===== src/rtl/wdog_pkg.sv =====
`timescale 1ns/1ps
package wdog_pkg;
  localparam int unsigned ADDR_W      = 6;
  localparam int unsigned DATA_W      = 32;
  localparam int unsigned CNT_W       = 24;
  localparam int unsigned CYC_W       = 9;
  localparam int unsigned NUM_SCRATCH = 8;
  localparam int unsigned IDX_W       = ADDR_W - 2;

  // word indices
  localparam int unsigned IDX_CTRL   = 0;
  localparam int unsigned IDX_LOAD   = 1;
  localparam int unsigned IDX_REASON = 2;
  localparam int unsigned IDX_SCR0   = 3;
  localparam int unsigned IDX_TICK   = IDX_SCR0 + NUM_SCRATCH;

  // control bit positions
  localparam int unsigned CTRL_TRIG_B  = 31;
  localparam int unsigned CTRL_EN_B    = 30;
  localparam int unsigned CTRL_PAUSE_L = 24;
  localparam int unsigned NUM_HALT     = 3;

  // tick bit positions
  localparam int unsigned TICK_EN_B  = CYC_W;
  localparam int unsigned TICK_RUN_B = CYC_W + 1;
  localparam int unsigned TICK_REM_L = CYC_W + 2;

  typedef struct packed {
    logic                enable;
    logic [NUM_HALT-1:0] pause_en; // [2] cpu1, [1] cpu0, [0] jtag
  } ctrl_t;

  typedef enum logic [1:0] {
    RSN_NONE  = 2'b00,
    RSN_TIMER = 2'b01,
    RSN_FORCE = 2'b10
  } reason_e;
endpackage


===== src/rtl/wdog_tick_gen.sv =====
`timescale 1ns/1ps
module wdog_tick_gen #(
  parameter int unsigned CYC_W = wdog_pkg::CYC_W
) (
  input  logic             clk_i,
  input  logic             rst_ni,
  input  logic             cfg_we_i,
  input  logic [CYC_W-1:0] cfg_cycles_i,
  input  logic             cfg_en_i,
  output logic [CYC_W-1:0] cycles_o,
  output logic             en_o,
  output logic             running_o,
  output logic [CYC_W-1:0] remain_o,
  output logic             tick_o
);
  logic [CYC_W-1:0] cycles_q, remain_q;
  logic             en_q;

  assign running_o = en_q && (cycles_q != '0);
  assign tick_o    = running_o && (remain_q <= CYC_W'(1));

  always_ff @(posedge clk_i or negedge rst_ni) begin
    if (!rst_ni) begin
      cycles_q <= '0;
      en_q     <= 1'b1;
      remain_q <= '0;
    end else if (cfg_we_i) begin
      cycles_q <= cfg_cycles_i;
      en_q     <= cfg_en_i;
      remain_q <= cfg_cycles_i;
    end else if (running_o) begin
      remain_q <= tick_o ? cycles_q : remain_q - CYC_W'(1);
    end else begin
      remain_q <= cycles_q;
    end
  end

  assign cycles_o = cycles_q;
  assign en_o     = en_q;
  assign remain_o = remain_q;


  count_step_chk: assert property (@(posedge clk_i) disable iff (!rst_ni)
    running_o && !cfg_we_i && !tick_o |=> remain_q == $past(remain_q) - CYC_W'(1));

  tick_spacing_chk: assert property (@(posedge clk_i) disable iff (!rst_ni)
    tick_o && !cfg_we_i && cycles_q > CYC_W'(1) |=> !tick_o);

  idle_reload_chk: assert property (@(posedge clk_i) disable iff (!rst_ni)
    !running_o && !cfg_we_i |=> remain_q == $past(cycles_q));
endmodule


===== src/rtl/wdog_countdown.sv =====
`timescale 1ns/1ps
module wdog_countdown #(
  parameter int unsigned CNT_W    = wdog_pkg::CNT_W,
  parameter int unsigned NUM_HALT = wdog_pkg::NUM_HALT
) (
  input  logic                clk_i,
  input  logic                rst_ni,
  input  logic                tick_i,
  input  logic                enable_i,
  input  logic [NUM_HALT-1:0] pause_en_i,
  input  logic [NUM_HALT-1:0] halt_i,
  input  logic                load_we_i,
  input  logic [CNT_W-1:0]    load_val_i,
  input  logic                trig_i,
  output logic [CNT_W-1:0]    count_o,
  output logic                fire_o,
  output logic [1:0]          reason_o
);
  import wdog_pkg::*;

  localparam logic [CNT_W-1:0] STEP = CNT_W'(2);

  logic [CNT_W-1:0] count_q;
  logic             fire_q;
  reason_e          reason_q;
  logic             hold, active, expire;

  assign hold   = |(pause_en_i & halt_i);
  assign active = tick_i && enable_i && !hold;
  assign expire = active && !load_we_i && (count_q < STEP);

  always_ff @(posedge clk_i or negedge rst_ni) begin
    if (!rst_ni) begin
      count_q <= '0;
    end else if (load_we_i) begin
      count_q <= load_val_i;
    end else if (active) begin
      count_q <= (count_q < STEP) ? '0 : count_q - STEP;
    end
  end

  // trigger outranks expiry in the same cycle
  always_ff @(posedge clk_i or negedge rst_ni) begin
    if (!rst_ni) begin
      fire_q   <= 1'b0;
      reason_q <= RSN_NONE;
    end else begin
      fire_q <= trig_i || expire;
      if (trig_i)      reason_q <= RSN_FORCE;
      else if (expire) reason_q <= RSN_TIMER;
    end
  end

  assign count_o  = count_q;
  assign fire_o   = fire_q;
  assign reason_o = reason_q;


  trig_force_chk: assert property (@(posedge clk_i) disable iff (!rst_ni)
    trig_i |=> fire_o && reason_o == 2'b10);

  fire_reason_chk: assert property (@(posedge clk_i) disable iff (!rst_ni)
    fire_o |-> $countones(reason_o) == 1);

  no_rise_chk: assert property (@(posedge clk_i) disable iff (!rst_ni)
    !load_we_i |=> count_o <= $past(count_o));

  hold_chk: assert property (@(posedge clk_i) disable iff (!rst_ni)
    !load_we_i && (hold || !enable_i || !tick_i) |=> $stable(count_o));

  expire_zero_chk: assert property (@(posedge clk_i) disable iff (!rst_ni)
    fire_o && !trig_i && !load_we_i |-> reason_o != 2'b01 || count_o == '0);
endmodule


===== src/rtl/wdog_regs.sv =====
`timescale 1ns/1ps
module wdog_regs #(
  parameter int unsigned ADDR_W      = wdog_pkg::ADDR_W,
  parameter int unsigned DATA_W      = wdog_pkg::DATA_W,
  parameter int unsigned CNT_W       = wdog_pkg::CNT_W,
  parameter int unsigned CYC_W       = wdog_pkg::CYC_W,
  parameter int unsigned NUM_SCRATCH = wdog_pkg::NUM_SCRATCH
) (
  input  logic              clk_i,
  input  logic              rst_ni,
  input  logic              req_i,
  input  logic              we_i,
  input  logic [ADDR_W-1:0] addr_i,
  input  logic [DATA_W-1:0] wdata_i,
  output logic [DATA_W-1:0] rdata_o,
  output wdog_pkg::ctrl_t   ctrl_o,
  output logic              trig_o,
  output logic              load_we_o,
  output logic [CNT_W-1:0]  load_val_o,
  output logic              tick_we_o,
  output logic [CYC_W-1:0]  tick_cycles_o,
  output logic              tick_en_o,
  input  logic [CNT_W-1:0]  count_i,
  input  logic [1:0]        reason_i,
  input  logic [CYC_W-1:0]  tick_cycles_i,
  input  logic              tick_en_i,
  input  logic              tick_running_i,
  input  logic [CYC_W-1:0]  tick_remain_i
);
  import wdog_pkg::*;

  localparam int unsigned IW = ADDR_W - 2;

  logic [IW-1:0]     idx;
  logic              wr, rd;
  ctrl_t             ctrl_q;
  logic [DATA_W-1:0] scr_q [NUM_SCRATCH];
  logic [DATA_W-1:0] rd_mux, rdata_q;

  assign idx = addr_i[ADDR_W-1:2];
  assign wr  = req_i && we_i;
  assign rd  = req_i && !we_i;

  always_ff @(posedge clk_i or negedge rst_ni) begin
    if (!rst_ni) begin
      ctrl_q.enable   <= 1'b0;
      ctrl_q.pause_en <= '1;
    end else if (wr && idx == IW'(IDX_CTRL)) begin
      ctrl_q.enable   <= wdata_i[CTRL_EN_B];
      ctrl_q.pause_en <= wdata_i[CTRL_PAUSE_L +: NUM_HALT];
    end
  end

  for (genvar g = 0; g < NUM_SCRATCH; g++) begin : g_scr
    always_ff @(posedge clk_i or negedge rst_ni) begin
      if (!rst_ni)                              scr_q[g] <= '0;
      else if (wr && idx == IW'(IDX_SCR0 + g))  scr_q[g] <= wdata_i;
    end
  end

  assign ctrl_o        = ctrl_q;
  assign trig_o        = wr && idx == IW'(IDX_CTRL) && wdata_i[CTRL_TRIG_B];
  assign load_we_o     = wr && idx == IW'(IDX_LOAD);
  assign load_val_o    = wdata_i[CNT_W-1:0];
  assign tick_we_o     = wr && idx == IW'(IDX_TICK);
  assign tick_cycles_o = wdata_i[CYC_W-1:0];
  assign tick_en_o     = wdata_i[TICK_EN_B];

  always_comb begin
    rd_mux = '0;
    if (idx == IW'(IDX_CTRL)) begin
      rd_mux[CTRL_EN_B]                  = ctrl_q.enable;
      rd_mux[CTRL_PAUSE_L +: NUM_HALT]   = ctrl_q.pause_en;
      rd_mux[CNT_W-1:0]                  = count_i;
    end else if (idx == IW'(IDX_REASON)) begin
      rd_mux[1:0] = reason_i;
    end else if (idx == IW'(IDX_TICK)) begin
      rd_mux[CYC_W-1:0]              = tick_cycles_i;
      rd_mux[TICK_EN_B]              = tick_en_i;
      rd_mux[TICK_RUN_B]             = tick_running_i;
      rd_mux[TICK_REM_L +: CYC_W]    = tick_remain_i;
    end
    for (int i = 0; i < NUM_SCRATCH; i++) begin
      if (idx == IW'(IDX_SCR0 + i)) rd_mux = scr_q[i];
    end
  end

  always_ff @(posedge clk_i or negedge rst_ni) begin
    if (!rst_ni)  rdata_q <= '0;
    else if (rd)  rdata_q <= rd_mux;
  end

  assign rdata_o = rdata_q;


  rdata_hold_chk: assert property (@(posedge clk_i) disable iff (!rst_ni)
    !rd |=> $stable(rdata_o));

  trig_read_zero_chk: assert property (@(posedge clk_i) disable iff (!rst_ni)
    rd && idx == IW'(IDX_CTRL) |=> !rdata_o[CTRL_TRIG_B]);

  load_read_zero_chk: assert property (@(posedge clk_i) disable iff (!rst_ni)
    rd && idx == IW'(IDX_LOAD) |=> rdata_o == '0);
endmodule


===== src/rtl/wdog_timer.sv =====
`timescale 1ns/1ps
module wdog_timer #(
  parameter int unsigned ADDR_W = wdog_pkg::ADDR_W,
  parameter int unsigned DATA_W = wdog_pkg::DATA_W
) (
  input  logic              clk_i,
  input  logic              rst_ni,
  input  logic              bus_req_i,
  input  logic              bus_we_i,
  input  logic [ADDR_W-1:0] bus_addr_i,
  input  logic [DATA_W-1:0] bus_wdata_i,
  output logic [DATA_W-1:0] bus_rdata_o,
  input  logic              cpu1_halt_i,
  input  logic              cpu0_halt_i,
  input  logic              jtag_busy_i,
  output logic              wdog_req_o
);
  import wdog_pkg::*;

  ctrl_t            ctrl;
  logic             trig, load_we, tick_we, tick_en_w, tick;
  logic [CNT_W-1:0] load_val, count;
  logic [CYC_W-1:0] tick_cyc_w, tick_cyc, tick_rem;
  logic             tick_en, tick_run;
  logic [1:0]       reason;

  wdog_regs #(.ADDR_W(ADDR_W), .DATA_W(DATA_W)) u_regs (
    .clk_i, .rst_ni,
    .req_i(bus_req_i), .we_i(bus_we_i), .addr_i(bus_addr_i),
    .wdata_i(bus_wdata_i), .rdata_o(bus_rdata_o),
    .ctrl_o(ctrl), .trig_o(trig),
    .load_we_o(load_we), .load_val_o(load_val),
    .tick_we_o(tick_we), .tick_cycles_o(tick_cyc_w), .tick_en_o(tick_en_w),
    .count_i(count), .reason_i(reason),
    .tick_cycles_i(tick_cyc), .tick_en_i(tick_en),
    .tick_running_i(tick_run), .tick_remain_i(tick_rem)
  );

  wdog_tick_gen u_tick (
    .clk_i, .rst_ni,
    .cfg_we_i(tick_we), .cfg_cycles_i(tick_cyc_w), .cfg_en_i(tick_en_w),
    .cycles_o(tick_cyc), .en_o(tick_en), .running_o(tick_run),
    .remain_o(tick_rem), .tick_o(tick)
  );

  wdog_countdown u_cnt (
    .clk_i, .rst_ni,
    .tick_i(tick), .enable_i(ctrl.enable), .pause_en_i(ctrl.pause_en),
    .halt_i({cpu1_halt_i, cpu0_halt_i, jtag_busy_i}),
    .load_we_i(load_we), .load_val_i(load_val), .trig_i(trig),
    .count_o(count), .fire_o(wdog_req_o), .reason_o(reason)
  );


  single_pulse_src_chk: assert property (@(posedge clk_i) disable iff (!rst_ni)
    trig && tick |=> wdog_req_o && reason == 2'b10);
endmodule


===== config.mk =====
export PLATFORM = sky130hd
export DESIGN_NAME = wdog_timer
export DESIGN_NICKNAME = d
export VERILOG_FILES = /design/src/rtl/wdog_pkg.sv /design/src/rtl/wdog_tick_gen.sv /design/src/rtl/wdog_countdown.sv /design/src/rtl/wdog_regs.sv /design/src/rtl/wdog_timer.sv
export SDC_FILE = /design/constraint.sdc
export NUM_CORES = 1
export LEC_CHECK = 0
export BUFFER_PORTS_ARGS = -buffer_cell sky130_fd_sc_hd__buf_4
export CELL_PAD_IN_SITES_DETAIL_PLACEMENT = 0
export CELL_PAD_IN_SITES_GLOBAL_PLACEMENT = 1
export CORE_MARGIN = 4
export CORE_UTILIZATION = 30
export DETAILED_ROUTE_END_ITERATION = 12
export GPL_TIMING_DRIVEN = 0
export HOLD_SLACK_MARGIN = 0.05
export PLACE_DENSITY_LB_ADDON = 0.1
export SYNTH_ARGS = -nofsm -noshare
export SYNTH_HDL_FRONTEND = slang
export SYNTH_SLANG_ARGS = --single-unit

===== constraint.sdc =====
create_clock -name clk_i -period 2.7 [get_ports clk_i]
set_input_delay 0.81 -clock clk_i [delete_from_list [all_inputs] [get_ports clk_i]]
set_output_delay 0.81 -clock clk_i [all_outputs]
set_load 0.05 [all_outputs]

== Yosys cells after proc, flatten, opt, wreduce, memory -nomap -nowiden ==
Cells that the tools add are included.

* Bitwise logic cells: 1
* Eq/ne operators: 11
* Order comparisons: 2
* Add/sub/neg operators: 2
* Mux-type cells: 22
* Reduce and logical (&&, ||, !) cells: 29

{| class="wikitable"
|+ Operator list
! kind !! count
|-
| $mux 32 || 8
|-
| $mux 24 || 3
|-
| $mux 20 || 2
|-
| $mux 9 || 3
|-
| $lt 24x2->1 const B || 1
|-
| $sub 24x2->24 const B || 1
|-
| $logic_and 1x1->1 || 20
|-
| $mux 18 || 1
|-
| $eq 4x3->1 const B || 4
|-
| $eq 4x4->1 const B || 4
|-
| $le 9x1->1 const B || 1
|-
| $reduce_bool 9->1 || 1
|-
| $sub 9x1->9 const B || 1
|-
| $eq 4x2->1 const B || 2
|-
| $mux 7 || 1
|-
| $mux 2 || 3
|-
| $eq 4x1->1 const B || 1
|-
| $logic_not 4->1 || 1
|-
| $reduce_bool 2->1 || 2
|-
| $and 3x3->3 || 1
|-
| $logic_not 1->1 || 3
|-
| $reduce_or 3->1 || 1
|-
| $logic_or 1x1->1 || 1
|-
| $mux 1 || 1
|}

* Output and inout bits: 33
* Input port bits: 45
* Register bits: 338
* Word-level logic and storage cells: 84

== Longest topological paths before layout ==
Gate-level depths: netlist of run 1.

* Depth after elaboration: 13
* Mapped depth: 8
* Depth with buffers taken out: 7

== Modules after synthesis ==
A second synthesis of run 1 with hierarchy kept.

* Cells, all modules: 1405
* Area total of the unflattened synthesis: 16653.5 um2

{| class="wikitable"
|+ Modules (own cells, without submodules)
! module !! seq. area each (um2) !! cells each !! times used !! area an instance (um2)
|-
| wdog_regs || 7310.8 || 1113 || 1 || 13973.4
|-
| wdog_countdown || 675.6 || 185 || 1 || 1641.6
|-
| wdog_tick_gen || 476.7 || 107 || 1 || 1038.5
|}

== Least setup slack after synthesis of run 1 ==
OpenSTA, ideal clock, no wires.

* Path kind: input port to flip-flop
* Start: in bus_addr_i[5]
* End: reg u_regs.scr_q[61] (netlist name)
* Path slack: 0.134 ns
* Stages: 7
* Library setup time: 0.125 ns
* Path buffers: 3
* Required time: 2.575 ns
* Arrival: 2.441 ns
* Path through: clkbuf_1 -> nand2b_1 -> or2_2 -> clkbuf_1 -> nor2_2 -> buf_2 -> mux2_2

* Cells in the longest elaborated chain, start to end: 2

{| class="wikitable"
|+ RTL lines
! element !! RTL line !! text
|-
| start, declared || wdog_timer.sv:10 || <nowiki>input logic [ADDR_W-1:0] bus_addr_i,</nowiki>
|-
| $eq 4x4->1 || wdog_regs.sv:57 || <nowiki>else if (wr && idx == IW'(IDX_SCR0 + g)) scr_q[g] <= wdata_i;</nowiki>
|-
| $logic_and 1x1->1 || wdog_regs.sv:57 ||
|-
| end signal, assigned by index || wdog_regs.sv:57 ||
|-
| end, declared || wdog_regs.sv:37 || <nowiki>logic [DATA_W-1:0] scr_q [NUM_SCRATCH];</nowiki>
|}

Every way passes these cells.
A chain may end at the register's enable or synchronous reset.

== Worst setup path in the final report of run 1 ==
* Start: in bus_addr_i[3]
* End: reg u_regs.scr_q[216] (netlist name)

* Cells in the longest elaborated chain, start to end: 2

{| class="wikitable"
|+ RTL lines
! element !! RTL line
|-
| $eq 4x3->1 || wdog_regs.sv:57
|-
| $logic_and 1x1->1 || wdog_regs.sv:57
|}

Every way passes these cells.

==> results of run 1 <==
==> where the power goes <==
group | leakage, nW | internal (mW) | switching, mW
combinational | 3.24 | 1.33 | 1.60
clock | 0.621 | 3.12 | 2.22
sequential | 4.29 | 6.09 | 0.751
total | 8.15 | 10.5 | 4.58
==> path summary, 6_finish.rpt <==
| check | startpoint | depth (start not counted) | end |
|---|---|---|---|
| hold reg to reg | u_regs.scr_q[131]$_DFFE_PN0P_ | 1 | u_regs.scr_q[131]$_DFFE_PN0P_ |
| hold / removal | rst_ni | 1 | u_tick.remain_o[5]$_DFF_PN0_ |
| setup reg to reg | u_tick.cycles_o[5]$_DFFE_PN0P_ | 6 | u_cnt.count_o[21]$_DFFE_PN0P_ |
| setup / recovery | bus_addr_i[3] | 6 | u_regs.scr_q[216]$_DFFE_PN0P_ |
| min in group clk_i | u_regs.scr_q[131]$_DFFE_PN0P_ | 1 | u_regs.scr_q[131]$_DFFE_PN0P_ |
| max in group asynchronous | rst_ni | 3 | u_regs.scr_q[132]$_DFFE_PN0P_ |
==> cell usage in the layout, fill, tap and decap left out, types with 30 or more instances in the layout <==
master,n
mux2_2,236
nand2_1,119
clkbuf_16,43
nor2_1,75
o21ai_0,46
clkbuf_2,30
clkbuf_1,58
dfrtp_1,334
buf_4,71
a21oi_1,85
==> critical path: cells and delay by family <==
family                 cells  cell delay, ns
AND/OR/NAND/NOR            2            0.82
multiplexers               1            0.41
buffers and inverters      3            1.10
==> sequential cells by signal, indices dropped and copies added, names as in the netlist <==
name and flops:
u_cnt.count_o 24, u_cnt.fire_o 1, u_cnt.reason_o 2, u_regs.ctrl_o 4
u_regs.rdata_o 32, u_regs.scr_q 256, u_tick.cycles_o 9, u_tick.en_o 1
u_tick.remain_o 9
==> through the flow <==
step	setup TNS [ns]	hold WS, ns	setup WS, ns	utilization	instance area [µm²]
final	-0.0173	0.110	-0.0112	0.360	19000
after global routing	-0.344	0.111	-0.0281	0.360	19000
after CTS	0	0.0959	0.0106	0.358	18900
after detailed placement	-247.21	0.475	-2.03	0.332	17500
after global placement	-1169.40	0.468	-2.76	0.330	17400
after floorplan	0	0.454	0.134	-	16100
==> per-layer routing <==
layer	wire length, µm	global-route usage	up-vias
met2	27200	0.326	283
met4	1500	0.0593	2
met5	11	0	-
met1	27400	0.290	6324
li1	-	-	5442
met3	2690	0.0351	93
==> cells by family (layout without fill, tap and decap cells) <==
logic type	count (synthesis)	count (layout)	synth area share
XOR/XNOR	7	7	0.00382
AO/OA/AOI/OAI	335	335	0.139
flip-flops	338	338	0.527
other	0	2	0
multiplexers	290	290	0.201
AND/OR/NAND/NOR	314	314	0.0958
adder cells (fa/ha/maj)	3	3	0.00234
buffers and inverters	124	263	0.0310
==> cell type report <==
class / instances / area (µm²) / area share
Multi-Input combinational cell: 949 / 7230 / 0.381
Buffer: 110 / 498 / 0.0262
Antenna cell: 2 / 5.00 / 0.000264
Timing Repair Buffer: 71 / 601 / 0.0317
Tap cell: 688 / 861 / 0.0454
Clock buffer: 66 / 1230 / 0.0650
Inverter: 12 / 45.0 / 0.00237
Clock inverter: 4 / 38.8 / 0.00204
Sequential cell: 338 / 8460 / 0.446
==> what timing repair did <==
action	CTS	global route
resized for setup	43	33
setup buffers	1	4
pin swaps	1	4
endpoints found under the setup margin	218	89
==> impl_metrics.csv, run 1 <==
group,metric,value,unit
status,status,"finished with violations",
status,failed_checks,"setup timing",
die,chipHeight,239,µm
clock_network,cts_tree,"done",
die,die_w,239,µm
grt,grt_pass1_wl,87.3,mm
clock_network,insertion_delay,0.57,ns
logic_synthesis,synthTopCellsByArea,"dfrtp_1 52%, mux2_2 17%, nand2_1 2.8%, a21oi_1 2.6%, mux2_1 1.9%",
grt,antenna_found_initial,1,
cells_and_area,syn_to_final_growth,18.1,%
logic_synthesis,yosysTopAreaCell,"dfrtp_1",
clock_network,htreeDepth,2,
timing,rsz0062_at_grt,"yes",
clock_network,cts_buffer_depth,3,
die,rows,84,
logic_synthesis,synth_top_area_share,0.520,
flow_run,drv_cap,0,
timing,fmax,369,MHz
logic_synthesis,syn_nets,1459,
timing,fin_skew,0.0133,ns
drt,wirelength,58.7,mm
die,core_area,0.0528,mm²
cells_and_area,final_cells,2240,
logic_synthesis,synth.avg_cell_area,11.4,µm²
timing,hold_viol,0,
drt,viasPerCell,5.42,
setup_path,crit_required,3.15,ns
setup_path,crit_type,"primary input to flop",
logic_synthesis,yosysUniqueCellTypes,73,
drt,vias,12144,
setup_path,path_common_cell,"clkbuf_1",
timing,fin_ws,-0.0112,ns
logic_synthesis,synth_commonest_cells,"334 x dfrtp_1, 236 x mux2_2, 121 x nand2_1, 85 x a21oi_1, 79 x nor2_1",
cells_and_area,layout-drive-gt1-share,0.294,
setup_path,start_kind,"primary input",
cells_and_area,final_nets,1572,
clock_network,clock_sinks,338,
drt,wl_per_cell,26.2,µm
grt,grt_max_degree,114,
logic_synthesis,syn_area,0.0161,mm²
grt,gr-total-overflow,0,
cells_and_area,fillerInstances,5302,
logic_synthesis,async_reset_ff_frac,1.00,
logic_synthesis,ys_ff_latch,338,
timing,fin_crit,2.71,ns
drt,first_pass_iters,5,
setup_path,crit_fanout,10,
setup_path,crit_chain,"buf_4 -> or2_1 -> clkbuf_1 -> nor3_2 -> clkbuf_1 -> mux2_2",
setup_path,r2r_slack,0.09,ns
min_path,min_path_type,"primary input to asynchronous set/reset pin",
power_and_ir_drop,powerDensity,797,mW/mm²
timing,fin_crit_sh,1.00,
power_and_ir_drop,power,15.1,mW
timing,relSlewSlack,0.231,
placed_design,gp_congestion,0.831,
clock_network,cts_made_buffers,42,
die,pin_count,78,
grt,grt.total_usage,0.205,
timing,worst_pin_slew,1.14,ns
setup_path,worst_path_largest_cell_delay,0.69,ns
logic_synthesis,yosys_warnings,0,
clock_network,cts_root_buffer,"clkbuf_16",
logic_synthesis,seq_area_frac_synth,0.527,
setup_path,critPathArrivalTime,3.16,ns
logic_synthesis,synth_ff_type,"dfrtp_1",
clock_network,cts_hold_buf,0,
die,start_util,0.305,
setup_path,slowest_stage,"clkbuf_1",
timing,slew_violations,0,
clock_network,clk_pin_slew_worst_paths,0.05,ns
placed_design,numPortBuffers,63,
die,die_area,0.0573,mm²
grt,grt_pass1_vias,12582,
drt,drt-initial-drc-count,815,
logic_synthesis,synth_edf_count,0,
power_and_ir_drop,ir_worst_vdd,414,µV
logic_synthesis,syn_inst,1411,
placed_design,dp_hpwl,40.7,mm
setup_path,crit_path_end_kind,"flop",
drt,ant_nets,0,
power_and_ir_drop,p_leak,8.15,nW
drt,drcViolationCount,0,
logic_synthesis,yosysMostFrequentCell,"dfrtp_1",
timing,setup_viol,6,
placed_design,dp.cells,2165,
Power figures use the tool's default switching activity.
==> run 2, diff against run 1 <==
CORE_UTILIZATION = 50   (was 30)
RECOVER_POWER = 25   (was default)
SLEW_MARGIN = 20   (was default)
==> impl_metrics.csv, run 2 (synthesis gave the netlist of run 1 again) <==
group,metric,value,unit
timing,setup_viol,1,
setup_path,critPathArrivalTime,3.11,ns
clock_network,insertion_delay,0.52,ns
drt,vias,12155,
cells_and_area,stdcell_area,0.0185,mm²
die,pin_count,78,
drt,dr_wl_met3,3.41,mm
clock_network,cts_made_buffers,38,
setup_path,crit_chain,"buf_4 -> nand2_1 -> clkbuf_1 -> nor3_2 -> clkbuf_1 -> mux2_2",
status,status,"finished with violations",
placed_design,place_area,0.0171,mm²
cells_and_area,final-seq-area,0.00846,mm²
power_and_ir_drop,ir_worst_vdd,552,µV
cells_and_area,final_cell_mix,"334 x dfrtp_1, 236 x mux2_2, 119 x nand2_1",
clock_network,cts_root_buffer,"clkbuf_16",
setup_path,crit_path_end_kind,"flop",
placed_design,place_ws,-1.45,ns
setup_path,crit_fanout,10,
flow_run,drv_cap,0,
cells_and_area,fillerInstances,2661,
clock_network,clk_pin_slew_worst_paths,0.06,ns
drt,first_pass_iters,5,
clock_network,cts_buffer_depth,3,
clock_network,cts_tree,"done",
placed_design,gp_congestion,0.907,
timing,fin_crit,2.71,ns
timing,fin_ws,-0.00607,ns
drt,wl_met1,21.9,mm
cells_and_area,final_core_util,0.583,
die,rows,65,
clock_network,htreeDepth,2,
setup_path,start_kind,"primary input",
cells_and_area,final_cells,1945,
min_path,min_path_type,"primary input to asynchronous set/reset pin",
die,die_area,0.0351,mm²
die,chipHeight,187,µm
grt,grt_pass1_vias,12433,
drt,ant_nets,0,
drt,drcViolationCount,0,
placed_design,dp.cells,1879,
setup_path,crit_required,3.10,ns
grt,grt_max_degree,96,
power_and_ir_drop,powerDensity,797,mW/mm²
die,die_w,187,µm
power_and_ir_drop,p_leak,8.07,nW
drt,viasPerCell,6.25,
cells_and_area,top_register,"u_regs.scr_q",
placed_design,dp_hpwl,34.6,mm
grt,antenna_found_initial,1,
cells_and_area,syn_to_final_growth,14.8,%
cells_and_area,mostFrequentLayoutCell,"dfrtp_1",
timing,fin_setup_tns,-0.00607,ns
timing,whs,0.237,ns
cells_and_area,antennaDiodeCount,0,
drt,drt-initial-drc-count,956,
drt,wl_met2,22.8,mm
die,start_util,0.508,
cells_and_area,final_nets,1564,
grt,grt.total_usage,0.282,
grt,grt_pass1_wl,77.1,mm
drt,wirelength,49.6,mm
cells_and_area,layout-drive-gt1-share,0.289,
timing,fin_skew,0.0197,ns
timing,worst_pin_slew,1.34,ns
drt,wl_per_cell,25.5,µm
setup_path,crit_type,"primary input to flop",
die,core_area,0.0316,mm²
clock_network,clock_sinks,338,
cells_and_area,largest_reg_flops,256,
setup_path,worst_path_largest_cell_delay,0.70,ns
setup_path,path_common_cell,"clkbuf_1",
timing,fmax,370,MHz
timing,hold_viol,0,
grt,gr-total-overflow,0,
timing,fin_crit_sh,1.00,
timing,relSlewSlack,0.106,
cells_and_area,multi_input_area,0.00720,mm²
power_and_ir_drop,power,14.7,mW
drt,top_layer,"met4",
setup_path,slowest_stage,"clkbuf_1",
status,failed_checks,"setup timing",
placed_design,numPortBuffers,63,
timing,slew_violations,0,
run 2: changes by cell type in the layout (fill, tap and decap cells not counted), sizes merged:
| cell | change |
|---|---|
| buf | -11 |
| bufinv | +1 |
| clkbuf | +1 |
| clkinv | +3 |
| diode | -2 |
| inv | -1 |
run 2: critical path, delay by kind of cell:
family	cells	cell delay [ns]
mux	1	0.41
buf+inv	3	1.16
simple gates	2	0.72
run 2: layout make-up:
class	instances	area share
multi-input cells	949	0.390
flip-flops and latches	338	0.459
clock buffers	60	0.0620
clock inverters	7	0.00407
repair buffers	67	0.0288
inverters	12	0.00244
well taps	402	0.0273
plain buffers	110	0.0264
run 2: worst paths after layout:
path                       depth (start not counted)                           from                             to  slack [ns]
setup / recovery                                   6                      bus_req_i  u_regs.scr_q[138]$_DFFE_PN0P_      -0.006
hold / removal                                     1                         rst_ni  u_regs.scr_q[238]$_DFFE_PN0P_        0.24
setup reg to reg                                   7   u_cnt.count_o[4]$_DFFE_PN0P_   u_cnt.count_o[3]$_DFFE_PN0P_        0.07
hold reg to reg                                    1  u_regs.scr_q[195]$_DFFE_PN0P_  u_regs.scr_q[195]$_DFFE_PN0P_        0.48
max in group asynchronous                          3                         rst_ni  u_regs.scr_q[249]$_DFFE_PN0P_        0.39
min in group clk_i                                 1  u_regs.scr_q[195]$_DFFE_PN0P_  u_regs.scr_q[195]$_DFFE_PN0P_        0.48
run 2: timing repair:
action                                  in CTS  in global routing
pin swaps                                    0                  1
gates resized for setup                     25                 40
hold buffers                                 0                  0
endpoints found under the setup margin     174                186
buffers inserted                             1                  0
run 2: report_power, final:
part           total, mW  leakage [nW]  internal [mW]  switching [mW]
registers           6.81          4.29           6.09           0.727
logic               2.83          3.18           1.28            1.54
clock network       5.07         0.602           3.00            2.06
run 2: layer usage:
layer	vias up	track usage
li1	5434	-
met1	6161	0.409
met2	465	0.448
met3	95	0.0386
met4	0	0.0788
met5	-	0
